**src/rtl/sdram_sb_pkg.sv**
```systemverilog
package sdram_sb_pkg;

    typedef enum logic [1:0] {
        CMD_NOP   = 2'b00,
        CMD_READ  = 2'b01,
        CMD_WRITE = 2'b10,
        CMD_NOP2  = 2'b11
    } col_cmd_e;

    typedef enum logic [1:0] {
        ENG_IDLE = 2'b00,
        ENG_RD   = 2'b01,
        ENG_WR   = 2'b10
    } eng_mode_e;

endpackage

```
**src/rtl/sdram_sb_colgen.sv**
```systemverilog
module sdram_sb_colgen #(
    parameter int COL_W = 4,
    parameter int OFS_W = 2
) (
    input  logic [COL_W-1:0] base_col,
    input  logic [OFS_W-1:0] beat_ofs,
    input  logic [COL_W-1:0] wrap_mask,
    output logic [COL_W-1:0] beat_col
);
    // Upper bits come from the start column; low bits count and wrap inside the aligned block
    always_comb begin
        beat_col = (base_col & ~wrap_mask) | ((base_col + COL_W'(beat_ofs)) & wrap_mask);
    end
endmodule

```
**src/rtl/sdram_sb_array.sv**
```systemverilog
module sdram_sb_array #(
    parameter int DATA_W = 16,
    parameter int ADDR_W = 6
) (
    input  logic              clk,
    input  logic              we,
    input  logic [ADDR_W-1:0] addr,
    input  logic [DATA_W-1:0] wdata,
    output logic [DATA_W-1:0] rdata
);
    localparam int DEPTH = 1 << ADDR_W;

    logic [DATA_W-1:0] mem_q [DEPTH];

    always_ff @(posedge clk) begin
        if (we) begin
            mem_q[addr] <= wdata;
        end
    end

    assign rdata = mem_q[addr];
endmodule

```
**src/rtl/sdram_suspend_burst.sv**
```systemverilog
module sdram_suspend_burst
    import sdram_sb_pkg::*;
#(
    parameter int DATA_W  = 16,
    parameter int BANK_W  = 2,
    parameter int COL_W   = 4,
    parameter int CAS_LAT = 3,
    parameter int MAX_BL  = 4
) (
    input  logic              clk,
    input  logic              rst_n,
    input  logic              cke,
    input  logic [1:0]        cmd,
    input  logic [BANK_W-1:0] bank,
    input  logic [COL_W-1:0]  col,
    input  logic              burst_long,
    input  logic [DATA_W-1:0] dq_in,
    output logic [DATA_W-1:0] dq_out,
    output logic              dq_oe
);
    localparam int OFS_W  = $clog2(MAX_BL);
    localparam int CNT_W  = OFS_W + 1;
    localparam int LAT_W  = $clog2(CAS_LAT + 1);
    localparam int ADDR_W = BANK_W + COL_W;

    typedef struct packed {
        logic              cke_q;
        eng_mode_e         mode;
        logic [BANK_W-1:0] bank;
        logic [COL_W-1:0]  col;
        logic [COL_W-1:0]  mask;
        logic [OFS_W-1:0]  ofs;
        logic [CNT_W-1:0]  left;
        logic [LAT_W-1:0]  wait_n;
        logic [DATA_W-1:0] dq;
        logic              oe;
    } eng_st_t;

    eng_st_t s_d, s_q;

    col_cmd_e          cmd_v;
    logic              edge_en;
    logic              new_wr, new_rd;
    logic [COL_W-1:0]  len_mask;
    logic [CNT_W-1:0]  len_beats;
    logic [COL_W-1:0]  burst_col;
    logic [ADDR_W-1:0] arr_addr;
    logic [DATA_W-1:0] arr_rdata;
    logic              arr_we;

    assign cmd_v     = col_cmd_e'(cmd);
    assign edge_en   = s_q.cke_q;
    assign new_wr    = edge_en && (cmd_v == CMD_WRITE);
    assign new_rd    = edge_en && (cmd_v == CMD_READ);
    assign len_mask  = burst_long ? COL_W'(MAX_BL - 1) : COL_W'(MAX_BL / 2 - 1);
    assign len_beats = burst_long ? CNT_W'(MAX_BL) : CNT_W'(MAX_BL / 2);
    assign arr_addr  = new_wr ? {bank, col} : {s_q.bank, burst_col};

    sdram_sb_colgen #(
        .COL_W (COL_W),
        .OFS_W (OFS_W)
    ) colgen_i (
        .base_col  (s_q.col),
        .beat_ofs  (s_q.ofs),
        .wrap_mask (s_q.mask),
        .beat_col  (burst_col)
    );

    sdram_sb_array #(
        .DATA_W (DATA_W),
        .ADDR_W (ADDR_W)
    ) array_i (
        .clk   (clk),
        .we    (arr_we),
        .addr  (arr_addr),
        .wdata (dq_in),
        .rdata (arr_rdata)
    );

    always_comb begin
        s_d       = s_q;
        s_d.cke_q = cke;
        arr_we    = 1'b0;
        if (edge_en) begin
            if (new_wr) begin
                arr_we     = 1'b1;
                s_d.mode   = ENG_WR;
                s_d.bank   = bank;
                s_d.col    = col;
                s_d.mask   = len_mask;
                s_d.ofs    = OFS_W'(1);
                s_d.left   = len_beats - CNT_W'(1);
                s_d.wait_n = '0;
                s_d.oe     = 1'b0;
            end else if (new_rd) begin
                s_d.mode   = ENG_RD;
                s_d.bank   = bank;
                s_d.col    = col;
                s_d.mask   = len_mask;
                s_d.ofs    = '0;
                s_d.left   = len_beats;
                s_d.wait_n = LAT_W'(CAS_LAT - 1);
                s_d.oe     = 1'b0;
            end else begin
                unique case (s_q.mode)
                    ENG_WR: begin
                        if (s_q.left != '0) begin
                            arr_we   = 1'b1;
                            s_d.ofs  = s_q.ofs + OFS_W'(1);
                            s_d.left = s_q.left - CNT_W'(1);
                            if (s_q.left == CNT_W'(1)) begin
                                s_d.mode = ENG_IDLE;
                            end
                        end else begin
                            s_d.mode = ENG_IDLE;
                        end
                    end
                    ENG_RD: begin
                        if (s_q.wait_n != '0) begin
                            s_d.wait_n = s_q.wait_n - LAT_W'(1);
                        end else if (s_q.left != '0) begin
                            s_d.dq   = arr_rdata;
                            s_d.oe   = 1'b1;
                            s_d.ofs  = s_q.ofs + OFS_W'(1);
                            s_d.left = s_q.left - CNT_W'(1);
                        end else begin
                            s_d.oe   = 1'b0;
                            s_d.mode = ENG_IDLE;
                        end
                    end
                    default: begin
                        s_d.oe = 1'b0;
                    end
                endcase
            end
        end
    end

    always_ff @(posedge clk or negedge rst_n) begin
        if (!rst_n) begin
            s_q       <= '0;
            s_q.cke_q <= 1'b1;
        end else begin
            s_q <= s_d;
        end
    end

    assign dq_out = s_q.dq;
    assign dq_oe  = s_q.oe;

    initial begin
        if (CAS_LAT < 2 || MAX_BL < 2) begin
            $error("CAS_LAT must be at least 2 and MAX_BL at least 2");
        end
    end

    // reset leaves the bus released
    a_r1_reset_quiet: assert property (@(posedge clk)
        !rst_n |=> !dq_oe);

    // a suspended edge leaves the data bus untouched
    a_r7_bus_held: assert property (@(posedge clk) disable iff (!rst_n)
        !s_q.cke_q |=> $stable(dq_out) && $stable(dq_oe));

    // burst progress is frozen on a suspended edge
    a_r8_progress_frozen: assert property (@(posedge clk) disable iff (!rst_n)
        !s_q.cke_q |=> $stable(s_q.ofs) && $stable(s_q.left) && $stable(s_q.wait_n));

    // an accepted READ never drives data on the next cycle
    a_r3_latency_gap: assert property (@(posedge clk) disable iff (!rst_n)
        (s_q.cke_q && cmd_v == CMD_READ) |=> !dq_oe);

    // an accepted WRITE releases the bus
    a_r10_write_releases: assert property (@(posedge clk) disable iff (!rst_n)
        (s_q.cke_q && cmd_v == CMD_WRITE) |=> !dq_oe);
endmodule

```
**config.mk**
```make
export PLATFORM = sky130hd
export DESIGN_NAME = sdram_suspend_burst
export DESIGN_NICKNAME = d
export VERILOG_FILES = /design/src/rtl/sdram_sb_pkg.sv /design/src/rtl/sdram_sb_colgen.sv /design/src/rtl/sdram_sb_array.sv /design/src/rtl/sdram_suspend_burst.sv
export SDC_FILE = /design/constraint.sdc
export NUM_CORES = 1
export LEC_CHECK = 0
export CORE_MARGIN = 5
export CORE_UTILIZATION = 40
export CTS_BUF_LIST = sky130_fd_sc_hd__clkbuf_8
export CTS_CLUSTER_DIAMETER = 50
export DETAILED_ROUTE_END_ITERATION = 8
export DONT_BUFFER_PORTS = 1
export PLACE_DENSITY = 0.61
export SETUP_SLACK_MARGIN = 0.2
export SLEW_MARGIN = 15
export SYNTH_ARGS = -nofsm -noshare
export SYNTH_HDL_FRONTEND = slang
export SYNTH_SLANG_ARGS = --single-unit
```
**constraint.sdc**
```tcl
create_clock -name clk -period 9.85 [get_ports clk]
set_clock_uncertainty 0.1 [all_clocks]
set_input_delay 0.4925 -clock clk [delete_from_list [all_inputs] [get_ports clk]]
set_output_delay 0.4925 -clock clk [all_outputs]
set_load 0.03 [all_outputs]
```
==> reports/qor.txt <==
Tmin final: 5.522 ns
Worst r2r src: s_q[28]$_DFFE_PN0P_
Synth Register Bits: 1059
Cts repair resizes: 0
Crit path arrival time: 6.10 ns
Peak Freq: 181.1 MHz
Synthesized area: 0.04140 mm²
Critical path peak fanout: 61
Relative slew margins: 17.36%
Sequential share of the synthesized area: 76.39%
Tot Pwr: 0.01150 W
TritonCTS clock tree: yes
CP startpoint: s_q[28]$_DFFE_PN0P_
CTS buffer count: 169
Final core occ: 45.61%
Status: finished clean
# clock sinks: 1059
DRT iter0 DRCs: 3401
Critical Path End: dq_out[11]$_DFFE_PN0P_
Worst min-delay path startpoint: cmd[1]
Die Footprint: 0.1100 mm²
Post-synthesis cell count: 2709
Latest clock arrival within the worst-skew pair: 0.82 ns
Finish-stage setup viols: 0
Max Cap Viol: 0
GR Overflow Total: 0
Mean Syn Cell Area: 15.28 µm²
Detailed Place HPWL: 69530 µm
Unrepaired setup endpoints after global routing: no
Cell Pwr Density: 244.4 mW/mm²
Drt total wl: 123900 µm
# nets final: 2888
Synth-to-Final Area Change: 13.71%
CP required: 10.43 ns
Clk buf depth: 3
Crit Path Category: flop to flop
Drt pass-1 iters: 7
Die Y: 331.7 µm
GPL Wtd Cong: 0.8974
Syn Nets: 2744
Synth warn: 0
Fillcell total: 8831
Layout cells sized above 1: 12.47%
DIE WIDTH: 331.7 µm
Final hold viol count: 0
Initial core utilization: 40.12%
Post-synth cell types: 71
Remaining DRCs: 0
CP startpoint kind: flop
Fin crit share: 56.06%
Root Driver: clkbuf_8
Fin. max-slew vios: 0
Largest net degree at the start of global routing: 130
Site row count: 118
Ports: 45
Ratio of routed vias to standard cells: 5.914
Synth Flop Type: edfxtp_1
Setup TNS: 0 ns
Clk slew on worst S/H paths: 0.07 ns
WL/cell: 28.34 µm
Reg2reg setup slack: 4.33 ns
Post-DP Area: 0.04324 mm²
Final ANT Viol Nets: 0
H-tree depth: 4
Ys async rst share: 3.305%
R2R cell count: 11
Initial antenna violation count: 7
Leak pwr: 15.69 nW
Core footprint: 0.1032 mm²
Worst min path class: input port to flop
First-pass GRT wire length: 177800 µm
Post-synth EDFFs: 1024
Gr usage total: 21.87%
Vias in the first global route: 25010
VDD IR-drop max: 0.2320 mV
Crit end category: flop
PortBufs: 0
RR Endpoint: dq_out[11]$_DFFE_PN0P_
Worst-margin pin slew: 1.240 ns
Routed vias: 25850
Final Instance Area: 0.04707 mm²
## cells by family (layout without fill, tap and decap cells)
| logic type | Yosys count | in the layout | synth area share [%] |
|---|---|---|---|
| mux | 181 | 181 | 4.482 |
| simple gates | 620 | 620 | 6.193 |
| other cells | 0 | 1 | 0 |
| xor+xnor | 5 | 5 | 0.1239 |
| buf+inv | 194 | 475 | 2.203 |
| flops | 1059 | 1059 | 76.39 |
| fa+ha+maj | 7 | 7 | 0.2115 |
| compound gates | 643 | 643 | 10.39 |
## worst max-delay path: stages, from the launching register on
cell and delay, ns:
dfrtp_1 0.42, ha_1 0.31, mux2i_1 0.54, a21o_4 0.51
buf_4 0.74, buf_4 0.77, mux2i_1 0.26, o22ai_1 0.10
nor4_1 0.71, nor3_1 0.13, a2111oi_0 0.53, o21ai_1 0.10
## cell type report
| type | instances | area (µm²) | area share, % |
|---|---|---|---|
| Antenna cell | 1 | 2.502 | 0.005316 |
| Clock buffer | 172 | 2367 | 5.029 |
| Clock inverter | 136 | 721.9 | 1.534 |
| Inverter | 17 | 63.81 | 0.1356 |
| Multi-Input combinational cell | 1456 | 9006 | 19.13 |
| Sequential cell | 1059 | 31630 | 67.19 |
| Tap cell | 1380 | 1727 | 3.668 |
| Timing Repair Buffer | 150 | 1559 | 3.312 |
## timing repair
item / CTS / global route
endpoints found under the hold margin: 1070 / 0
setup buffers: 0 / 0
hold buffers: 44 / 0
## sequential cells by signal (all words and copies together), names as in the netlist
name           flops
array_i.mem_q   1024
edge_en            1
s_q               17
dq_out            16
dq_oe              1
## routing by layer
metal / track usage (%) / up-vias / routed length (µm)
met5: 0 / - / 17
met4: 8.003 / 2 / 4407
met3: 5.420 / 247 / 14400
met2: 33.41 / 1627 / 56210
met1: 30.65 / 13060 / 48830
li1: - / 10910 / -
## stage by stage
| step | std cells | setup WS [ns] | hold slack (ns) |
|---|---|---|---|
| after floorplan | 2709 | 6.557 | 0.09691 |
| final | 4371 | 4.328 | 0.07855 |
| after CTS | 4370 | 4.119 | 0.02232 |
| after global routing | 4371 | 4.127 | 0.08326 |
| after global placement | 4018 | 4.305 | 0.09964 |
| after detailed placement | 4018 | 4.169 | 0.09975 |
## power breakdown
group	total (W)	switching, W	internal [W]
Sequential	0.00522	0.000185	0.00503
Clock	0.00344	0.00173	0.00172
Combinational	0.00284	0.00199	0.000846
Total	0.0115	0.00390	0.00760
## cells in the final DEF, fill, tap and decap left out, types with 13 or more instances in the layout
cell / netlist / final
a2111oi_0: 18 / 18
a21oi_1: 227 / 226
a221oi_1: 67 / 67
a222oi_1: 15 / 15
a22oi_1: 32 / 32
a31oi_1: 29 / 29
buf_16: 0 / 17
buf_4: 20 / 104
clkbuf_8: 0 / 172
clkinv_1: 0 / 40
dfrtp_1: 34 / 34
dlygate4sd3_1: 0 / 27
edfxtp_1: 1024 / 1024
inv_1: 17 / 83
mux2_2: 15 / 14
mux2i_1: 164 / 163
nand2_1: 421 / 421
nand3_1: 26 / 26
nor2_1: 97 / 94
nor3_1: 13 / 13
nor4_1: 20 / 20
o21ai_0: 63 / 61
o22ai_1: 58 / 58
o41ai_1: 32 / 32
## synthesized netlist by cell type (all sizes together), types with 3 or more instances
cell type / number / area share (%)
a2111oi: 19 / 0.42
a211oi: 13 / 0.24
a21o: 5 / 0.091
a21oi: 227 / 2.7
a221o: 8 / 0.19
a221oi: 67 / 1.4
a222oi: 15 / 0.36
a22o: 8 / 0.17
a22oi: 32 / 0.58
a311oi: 5 / 0.12
a31o: 5 / 0.11
a31oi: 30 / 0.47
a32o: 9 / 0.22
a32oi: 7 / 0.19
and2: 4 / 0.060
and3: 11 / 0.17
buf: 111 / 1.5
clkbuf: 66 / 0.60
dfrtp: 34 / 2.1
edfxtp: 1024 / 74
ha: 7 / 0.21
inv: 17 / 0.15
mux2: 15 / 0.41
mux2i: 164 / 4.0
nand2: 421 / 3.8
nand2b: 4 / 0.060
nand3: 26 / 0.31
nand4: 5 / 0.076
nor2: 98 / 0.89
nor2b: 6 / 0.091
nor3: 14 / 0.20
nor4: 20 / 0.30
o2111ai: 3 / 0.063
o211ai: 5 / 0.091
o21a: 3 / 0.054
o21ai: 69 / 0.83
o221ai: 4 / 0.085
o22ai: 58 / 0.88
o2bb2ai: 5 / 0.11
o31ai: 6 / 0.11
o41ai: 32 / 0.68
xnor2: 4 / 0.085
## how the worst min path moves through the flow
stage / slack, ns / endpoint / cells past startpoint
detailed placement: 0.1 / s_q[17]$_DFFE_PN0P_ / 0
floorplan: 0.1 / dq_oe$_DFFE_PN0P_ / 0
finish: 0.08 / s_q[35]$_DFFE_PN0P_ / 3
global placement: 0.1 / dq_oe$_DFFE_PN0P_ / 0
CTS: 0.02 / s_q[34]$_DFFE_PN0P_ / 3
global route: 0.08 / s_q[34]$_DFFE_PN0P_ / 3
Note: power is estimated with default switching activity, not from simulation.
